[config.mk]
export PLATFORM = sky130hd
export DESIGN_NAME = cfg_port_bridge
export DESIGN_NICKNAME = d
export VERILOG_FILES = /design/src/rtl/cfg_bridge_pkg.sv /design/src/rtl/cfg_addr_reg.sv /design/src/rtl/cfg_decode.sv /design/src/rtl/cfg_resp.sv /design/src/rtl/cfg_port_bridge.sv
export SDC_FILE = /design/constraint.sdc
export NUM_CORES = 1
export LEC_CHECK = 0
export ABC_AREA = 1
export BUFFER_PORTS_ARGS = -buffer_cell sky130_fd_sc_hd__buf_2
export CAP_MARGIN = 20
export CORE_MARGIN = 2
export CORE_UTILIZATION = 47
export DETAILED_ROUTE_END_ITERATION = 6
export GPL_TIMING_DRIVEN = 0
export PLACE_DENSITY_LB_ADDON = 0.15
export SKIP_CTS_REPAIR_TIMING = 1
export SLEW_MARGIN = 20
export SYNTH_ARGS = -nofsm -noshare
export SYNTH_HDL_FRONTEND = slang
export SYNTH_SLANG_ARGS = --single-unit
export TNS_END_PERCENT = 1
[constraint.sdc]
create_clock -name clk_i -period 3.7 [get_ports clk_i]
set_input_delay 1.11 -clock clk_i [delete_from_list [all_inputs] [get_ports clk_i]]
set_output_delay 1.11 -clock clk_i [all_outputs]
set_load 0.01 [all_outputs]
[src/rtl/cfg_bridge_pkg.sv]
package cfg_bridge_pkg;
  localparam int unsigned DATA_W    = 32;
  localparam int unsigned CFG_BYTES = 256;
  localparam int unsigned REG_W     = $clog2(CFG_BYTES);
  localparam int unsigned LEN_W     = 3;
  localparam int unsigned EN_BIT    = 31;

  typedef struct packed {
    logic [7:0]       bus;
    logic [7:0]       devfn;
    logic [REG_W-1:0] reg_off;
    logic [LEN_W-1:0] len;
  } cfg_tgt_t;
endpackage

[src/rtl/cfg_addr_reg.sv]
module cfg_addr_reg
  import cfg_bridge_pkg::*;
(
  input  logic              clk_i,
  input  logic              rst_ni,
  input  logic              wr_en_i,
  input  logic [DATA_W-1:0] wdata_i,
  output logic [DATA_W-1:0] addr_o
);
  always_ff @(posedge clk_i or negedge rst_ni) begin
    if (!rst_ni)      addr_o <= '0;
    else if (wr_en_i) addr_o <= wdata_i;
  end
endmodule

[src/rtl/cfg_decode.sv]
module cfg_decode
  import cfg_bridge_pkg::*;
(
  input  logic [DATA_W-1:0] addr_i,
  input  logic [1:0]        off_i,
  input  logic [LEN_W-1:0]  len_i,
  output logic              en_o,
  output cfg_tgt_t          tgt_o
);
  localparam int unsigned ROOM_W = REG_W + 1;

  logic [DATA_W-1:0] eff;
  logic [ROOM_W-1:0] room;
  logic [ROOM_W-1:0] len_ext;

  always_comb begin
    eff           = addr_i | {{(DATA_W-2){1'b0}}, off_i};
    en_o          = addr_i[EN_BIT];
    tgt_o.bus     = eff[23:16];
    tgt_o.devfn   = eff[15:8];
    tgt_o.reg_off = eff[REG_W-1:0];
    room          = ROOM_W'(CFG_BYTES) - {1'b0, eff[REG_W-1:0]};
    len_ext       = ROOM_W'(len_i);
    // clip so the access never runs past the end of config space
    tgt_o.len     = (len_ext > room) ? LEN_W'(room) : len_i;
  end
endmodule

[src/rtl/cfg_resp.sv]
module cfg_resp
  import cfg_bridge_pkg::*;
(
  input  logic              clk_i,
  input  logic              rst_ni,
  input  logic              rd_stb_i,
  input  logic [DATA_W-1:0] rd_val_i,
  output logic [DATA_W-1:0] rdata_o,
  output logic              rvalid_o
);
  always_ff @(posedge clk_i or negedge rst_ni) begin
    if (!rst_ni) begin
      rdata_o  <= '0;
      rvalid_o <= 1'b0;
    end else begin
      rvalid_o <= rd_stb_i;
      if (rd_stb_i) rdata_o <= rd_val_i;
    end
  end
endmodule

[src/rtl/cfg_port_bridge.sv]
module cfg_port_bridge
  import cfg_bridge_pkg::*;
(
  input  logic              clk_i,
  input  logic              rst_ni,
  input  logic              host_req_i,
  input  logic              host_we_i,
  input  logic              host_sel_i,
  input  logic [1:0]        host_off_i,
  input  logic [LEN_W-1:0]  host_len_i,
  input  logic [DATA_W-1:0] host_wdata_i,
  output logic [DATA_W-1:0] host_rdata_o,
  output logic              host_rvalid_o,
  output logic              dn_req_o,
  output logic              dn_we_o,
  output logic [7:0]        dn_bus_o,
  output logic [7:0]        dn_devfn_o,
  output logic [REG_W-1:0]  dn_reg_o,
  output logic [LEN_W-1:0]  dn_len_o,
  output logic [DATA_W-1:0] dn_wdata_o,
  input  logic              dn_present_i,
  input  logic              dn_fn0_present_i,
  input  logic [DATA_W-1:0] dn_rdata_i
);
  logic [DATA_W-1:0] cfg_q;
  logic              addr_acc, data_acc, addr_wr, en, reachable, rd_stb;
  logic [DATA_W-1:0] rd_val;
  cfg_tgt_t          tgt;

  assign addr_acc  = host_req_i & ~host_sel_i;
  assign data_acc  = host_req_i &  host_sel_i;
  assign addr_wr   = addr_acc & host_we_i & (host_off_i == 2'd0)
                   & (host_len_i == LEN_W'(4));
  assign reachable = dn_present_i & dn_fn0_present_i;
  assign rd_stb    = host_req_i & ~host_we_i;

  cfg_addr_reg u_addr (
    .clk_i   (clk_i),
    .rst_ni  (rst_ni),
    .wr_en_i (addr_wr),
    .wdata_i (host_wdata_i),
    .addr_o  (cfg_q)
  );

  cfg_decode u_dec (
    .addr_i (cfg_q),
    .off_i  (host_off_i),
    .len_i  (host_len_i),
    .en_o   (en),
    .tgt_o  (tgt)
  );

  assign dn_req_o   = data_acc & en;
  assign dn_we_o    = dn_req_o & host_we_i & reachable;
  assign dn_bus_o   = tgt.bus;
  assign dn_devfn_o = tgt.devfn;
  assign dn_reg_o   = tgt.reg_off;
  assign dn_len_o   = tgt.len;
  assign dn_wdata_o = host_wdata_i;

  always_comb begin
    if (addr_acc)                rd_val = cfg_q;
    else if (en && reachable)    rd_val = dn_rdata_i;
    else                         rd_val = '1;
  end

  cfg_resp u_resp (
    .clk_i    (clk_i),
    .rst_ni   (rst_ni),
    .rd_stb_i (rd_stb),
    .rd_val_i (rd_val),
    .rdata_o  (host_rdata_o),
    .rvalid_o (host_rvalid_o)
  );
endmodule

==> metrics.md, run 1 <==
| Metric | Value |
|---|---|
| Area delta synth->final | `35.8%` |
| # DRC | `0` |
| Initial antenna violation count | `0` |
| Initial DRC Count | `139` |
| Sinks on Clock Net | `65` |
| Clk_skew | `0.00565 ns` |
| Warnings, synthesis | `0` |
| Mapped Cells | `419` |
| Highest Clock Rate | `274 MHz` |
| Total of max-cap violations | `0` |
| TritonCTS clock tree | `yes` |
| Die width | `91.7 µm` |
| CP Cell Sequence | `buf_8 -> nor2_4 -> inv_2 -> nand2_2 -> and2_4 -> inv_4 -> ha_4 -> nand3_2 -> nand3b_1 -> o21bai_1 -> nand2_1 -> buf_2` |
| PD cells | `379 mW/mm²` |
| Critical Path RT | `2.59 ns` |
| Placed Cells | `688` |
| DR vias/cell | `4.96` |
| Sequential fraction of the synthesis area | `45.0%` |
| DP Worst Slack | `-0.191 ns` |
| Slowest CP cell | `ha_4` |
| Number of fill cells in the layout | `643` |
| Routability cong. | `0.820` |
| Final WL | `9870 µm` |
| Post-Synthesis Cell Area | `0.00361 mm²` |
| 1st-pass router iterations | `4` |
| Worst setup path category | `in -> out` |
| Crit path max fanout | `4` |
| # IOs | `170` |
| Final worst path period need | `3.65 ns` |
| Rows | `31` |
| Worst setup margin | `0.0466 ns` |
| Period utilization | `98.7%` |
| Cell taking the most area after synthesis | `dfrtp_1` |
| CP Launch Type | `input pin` |
| DIE AREA | `0.00841 mm²` |
| Clk buf depth | `2` |
| Critical path endpoint category | `output port` |
| Dpl hpwl | `7330 µm` |
| Post-route ant nets | `0` |
| Port bufs | `169` |
| Most common cell after layout, fill and taps aside | `buf_2` |
| Grt total ovfl | `0` |
| #FFs+latches synth | `65` |
| Count of cell types in the netlist | `22` |
| # nets final | `682` |
| Diodes inserted | `0` |
| Core ar. | `0.00733 mm²` |
| Unrepaired setup endpoints after global routing | `true` |
| Slew Limit Fails | `0` |
| P_leak | `0.00266 µW` |
| Final Setup Violations | `0` |
| DR WL/cell | `14.0 µm` |
| Worst hold path type | `reg -> reg` |
| Setup TNS | `0 ns` |
| Yosys top cell area share | `45.0%` |
| Root Buffer | `clkbuf_8` |
| Peak supply drop | `0.000179 V` |
| Routed via count | `3,505` |
| Slowest stage delay, CP | `0.23 ns` |
| Hold_ws | `0.489 ns` |
| Top cells by area, synth | `dfrtp_1 45%, buf_4 11%, o21ai_0 8.9%` |
| CP Data Arrival Time | `2.54 ns` |
| Fin. Hold Viols | `0` |
| Insertion delay to the later sink of the worst-skew pair | `0.33 ns` |
| Initial Utilization | `49.3%` |
| Total Routing Usage GR | `23.4%` |
| Status | `complete, no violations` |
| CTS H-tree depth | `3` |
| Die H | `91.7 µm` |
| Share of layout cells above drive strength 1 | `49.9%` |
| Cts bufs inserted | `9` |
| Clk slew on worst S/H paths | `0.07 ns` |
| Largest net degree at the start of global routing | `42` |
| Syn avg cell area | `8.63 µm²` |
| Most frequent cells in the layout | `172 x buf_2, 65 x dfrtp_1, 64 x o21ai_0` |
| Vias in the first global route | `3,384` |
| Final Instance Count excl. Fillers | `706` |
| Worst Tran Pin Value | `0.482 ns` |
| Synth Net Count | `498` |
| First-pass GRT wire length | `15,500 µm` |
| Rel. slew slack | `67.9%` |
==> registers in the layout, summed over array words and instances (netlist names) <==
register         cells
u_resp.rvalid_o      1
u_addr.addr_o       32
u_resp.rdata_o      32
==> critical path: cells and delay by family <==
kind                       cells  cell delay, ns
buffers and inverters          4            0.35
and+or+nand+nor                6            0.65
adders and majority gates      1            0.23
AOI/OAI and AO/OA              1            0.21
==> routing by layer <==
metal  vias to the layer above  part of all wire [%]  wire length, µm  GRT usage (%)
met1                      1655                    42             4110           29.3
met5                         -                     0                0              0
li1                       1693                     -                -              -
met3                        17                   7.3              723           5.18
met2                       140                    49             4820           39.1
met4                         0                   2.2              214           10.3
==> synthesized netlist by cell type (all sizes together) <==
master	instances
o21ai	128
buf	66
dfrtp	65
nand2	47
inv	44
nor3	33
clkbuf	12
nor2	8
nand3	6
ha	3
o21bai	3
nand3b	2
a21oi	1
and2	1
==> worst paths after layout <==
check,startpoint,to,slack [ns],cells past startpoint
worst max-delay path,host_off_i[0],dn_len_o[2],0.05,12
worst min-delay path,u_addr.addr_o[30],u_addr.addr_o[30],0.49,2
worst max register to register,u_addr.addr_o[31],u_resp.rdata_o[7],2.34,4
worst min register to register,u_addr.addr_o[30],u_addr.addr_o[30],0.49,2
max in group asynchronous,rst_ni,u_addr.addr_o[19],2.48,2
min in group asynchronous,rst_ni,u_resp.rdata_o[12],0.69,1
==> cells by family after synthesis <==
group,Yosys count,share of synthesized area (%)
DFF,65,45.0
buffers and inverters,122,19.7
AOI/OAI and AO/OA,132,21.8
and+or+nand+nor,97,12.4
adders and majority gates,3,1.04
==> per-stage QoR <==
stage               total power [µW]  area, µm²  utilization, %
finish                          1860       4910            67.0
CTS                             1850       4800            65.5
floorplan                       1060       3610               -
global placement                1240       4580            62.5
global route                    1950       4910            67.0
detailed placement              1250       4610            62.8
==> where the power goes <==
| group | switching [µW] | total [µW] | internal (µW) |
|---|---|---|---|
| combinational | 222 | 424 | 202 |
| clock | 262 | 604 | 342 |
| sequential | 46.9 | 830 | 783 |
| total | 531 | 1860 | 1330 |
==> final cells by class <==
cell class	instances	area (µm²)	share of cell area, %
buffer	78	548	11.2
clock buffer	12	155	3.16
clock inverter	3	40.0	0.816
inverter	44	168	3.42
multi-input combinational	232	1340	27.3
sequential	65	1630	33.1
tap	99	124	2.52
timing repair buffer	173	907	18.5
No activity file was read; power rests on OpenSTA's default activity.
==> run 2: changes to the inputs <==
--- a/config.mk
+++ b/config.mk
@@ -10,6 +10,7 @@
 export CAP_MARGIN = 20
 export CORE_MARGIN = 2
 export CORE_UTILIZATION = 47
+export CTS_BUF_LIST = sky130_fd_sc_hd__clkbuf_8 sky130_fd_sc_hd__clkbuf_16
 export DETAILED_ROUTE_END_ITERATION = 6
 export GPL_TIMING_DRIVEN = 0
 export PLACE_DENSITY_LB_ADDON = 0.15
==> run 2 against run 1 <==
Net effect: final area stayed put; utilization stayed put; clock skew hardly changed; routed wire length hardly changed.
==> metrics.md, run 2 (same netlist as run 1, synthesis figures left out) <==
| Metric | Value |
|---|---|
| Reg-to-reg critical path endpoint | `u_resp.rdata_o[7] (unchanged)` |
| Number of fill cells in the layout | `643 (unchanged)` |
| Hold Crit Endpoint | `u_addr.addr_o[30] (unchanged)` |
| CP Launch Type | `input pin (unchanged)` |
| Fin. Hold Viols | `0 (unchanged)` |
| Worst R2R Path Depth | `4 (unchanged)` |
| Register area | `0.00163 mm² (unchanged)` |
| P_leak | `0.00266 µW (about the same)` |
| Insertion delay to the later sink of the worst-skew pair | `0.33 ns (about the same)` |
| Crit Reg-Reg Startpoint | `u_addr.addr_o[31] (unchanged)` |
| Regs by FF count | `u_addr.addr_o: 32 flops, u_resp.rdata_o: 32 flops, u_resp.rvalid_o: 1 flops (unchanged)` |
| Hold Path Depth | `2 (unchanged)` |
| Grt peak-use layer | `met2 (unchanged)` |
| P_int | `1320 µW (was 1330 µW)` |
| TritonCTS clock tree | `yes (unchanged)` |
| Cts bufs inserted | `9 (unchanged)` |
| Clk slew on worst S/H paths | `0.07 ns (about the same)` |
| Total of max-cap violations | `0 (unchanged)` |
| PD cells | `378 mW/mm² (was 379 mW/mm²)` |
| DR vias/cell | `4.96 (unchanged)` |
| Post-route ant nets | `0 (unchanged)` |
| Share of layout cells above drive strength 1 | `49.9% (unchanged)` |
| Initial Utilization | `49.3% (unchanged)` |
| R2r setup slk | `2.34 ns (about the same)` |
| Met3 Use GR | `5.18% (unchanged)` |
| Sinks on Clock Net | `65 (unchanged)` |
| Total Routing Usage GR | `23.4% (unchanged)` |
| Slew Limit Fails | `0 (unchanged)` |
| Setup TNS | `0 ns (unchanged)` |
| Routability cong. | `0.820 (unchanged)` |
| Clock power share | `32.4% (was 32.5%)` |
| Grt total ovfl | `0 (unchanged)` |
| CTS H-tree depth | `3 (unchanged)` |
| Final worst path period need | `3.65 ns (unchanged)` |
| Post-layout util | `67.0% (unchanged)` |
| Peak supply drop | `0.000179 V (about the same)` |
| Most frequent cells in the layout | `172 x buf_2, 65 x dfrtp_1, 64 x o21ai_0 (unchanged)` |
| # nets final | `682 (unchanged)` |
| Worst Tran Pin Value | `0.482 ns (unchanged)` |
| Critical Path RT | `2.59 ns (about the same)` |
| Final Instance Count excl. Fillers | `706 (unchanged)` |
| Routed via count | `3,505 (unchanged)` |
| Rows | `31 (unchanged)` |
| Largest net degree at the start of global routing | `42 (unchanged)` |
| Unrepaired setup endpoints after global routing | `true (unchanged)` |
| DIE AREA | `0.00841 mm² (unchanged)` |
| Multi-input combinational cell area | `0.00134 mm² (unchanged)` |
| Area delta synth->final | `35.8% (unchanged)` |
| Critical path endpoint category | `output port (unchanged)` |
| Final Setup Violations | `0 (unchanged)` |
| Switching Fraction | `28.6% (about the same)` |
| Most common cell after layout, fill and taps aside | `buf_2 (unchanged)` |
| Initial antenna violation count | `0 (unchanged)` |
| Final WL | `9870 µm (about the same)` |
| Die width | `91.7 µm (unchanged)` |
| Core ar. | `0.00733 mm² (unchanged)` |
| # IOs | `170 (unchanged)` |
| Clk buf depth | `2 (unchanged)` |
| Initial DRC Count | `139 (unchanged)` |
| Status | `complete, no violations (unchanged)` |
| Combinational group share of total power | `22.8% (about the same)` |
| Root Buffer | `clkbuf_8 (unchanged)` |
| Worst hold path type | `reg -> reg (unchanged)` |
| Met2 Use GR | `39.1% (unchanged)` |
| DR WL/cell | `14.0 µm (about the same)` |
| Slowest stage delay, CP | `0.23 ns (about the same)` |
| CP Data Arrival Time | `2.54 ns (about the same)` |
| Switching Power | `531 µW (about the same)` |
| First-pass GRT wire length | `15,500 µm (unchanged)` |
| Register share of total power | `44.7% (about the same)` |
| Clk_skew | `0.00575 ns (was 0.00565 ns)` |
| Rel. slew slack | `67.9% (unchanged)` |
| Crit path max fanout | `4 (unchanged)` |
| Dpl hpwl | `7330 µm (unchanged)` |
| Highest Clock Rate | `274 MHz (unchanged)` |
| Period utilization | `98.7% (unchanged)` |
| Placed Cells | `688 (unchanged)` |
| Vias in the first global route | `3,384 (unchanged)` |
| Met1 usage | `29.3% (unchanged)` |
| Diodes inserted | `0 (unchanged)` |
| # DRC | `0 (unchanged)` |
| Worst setup path category | `in -> out (unchanged)` |
| Hold wc startpoint | `u_addr.addr_o[30] (unchanged)` |
| CP Cell Sequence | `buf_8 -> nor2_4 -> inv_2 -> nand2_2 -> and2_4 -> inv_4 -> ha_4 -> nand3_2 -> nand3b_1 -> o21bai_1 -> nand2_1 -> buf_2 (unchanged)` |
| Port bufs | `169 (unchanged)` |
| Die H | `91.7 µm (unchanged)` |
| Slowest CP cell | `ha_4 (unchanged)` |
| 1st-pass router iterations | `4 (unchanged)` |
==> run 2: critical path: cells and delay by family <==
family	cells	cell delay [ns]
compound gates	1	0.21
fa+ha+maj	1	0.23
buf+inv	4	0.35
simple gates	6	0.65
==> run 2: worst max-delay path by stage <==
stage / slack, ns / cells past startpoint / endpoint / start
finish: 0.05 / 12 / dn_len_o[2] / host_off_i[0]
global route: -0.06 / 12 / dn_len_o[2] / host_off_i[0]
CTS: -0.20 / 13 / dn_len_o[1] / host_off_i[0]
detailed placement: -0.19 / 13 / dn_len_o[1] / host_off_i[0]
global placement: -0.12 / 13 / dn_len_o[2] / host_off_i[0]
floorplan: 0.14 / 11 / dn_len_o[0] / host_off_i[0]
==> run 2: area by class of cell <==
type                       count  area share (%)
clock inverter                 4           0.892
timing repair buffer         173            18.5
tap                           99            2.52
buffer                        78            11.2
clock buffer                  11            3.08
sequential                    65            33.1
inverter                      44            3.42
multi-input combinational    232            27.3
==> run 2: per-layer routing <==
layer	up-vias	wire [µm]
met4	0	214
met3	17	723
met1	1655	4110
met5	-	0
met2	140	4820
li1	1693	-
==> run 2: metrics by stage <==
stage	hold slack (ns)	worst slack, ns	instance area, µm²	power [µW]
after global routing	0.520	-0.0604	4910	1950
after floorplan	0.450	0.141	3610	1060
after CTS	0.482	-0.196	4800	1850
after detailed placement	0.464	-0.191	4610	1250
after global placement	0.460	-0.122	4580	1240
final	0.489	0.0466	4910	1860
==> run 2: power groups by stage <==
stage               sequential (µW)  combinational, µW  clock (µW)
floorplan                       853                205           0
global placement                839                397           0
detailed placement              841                409           0
CTS                             829                410         610
global route                    839                470         641
finish                          830                424         602
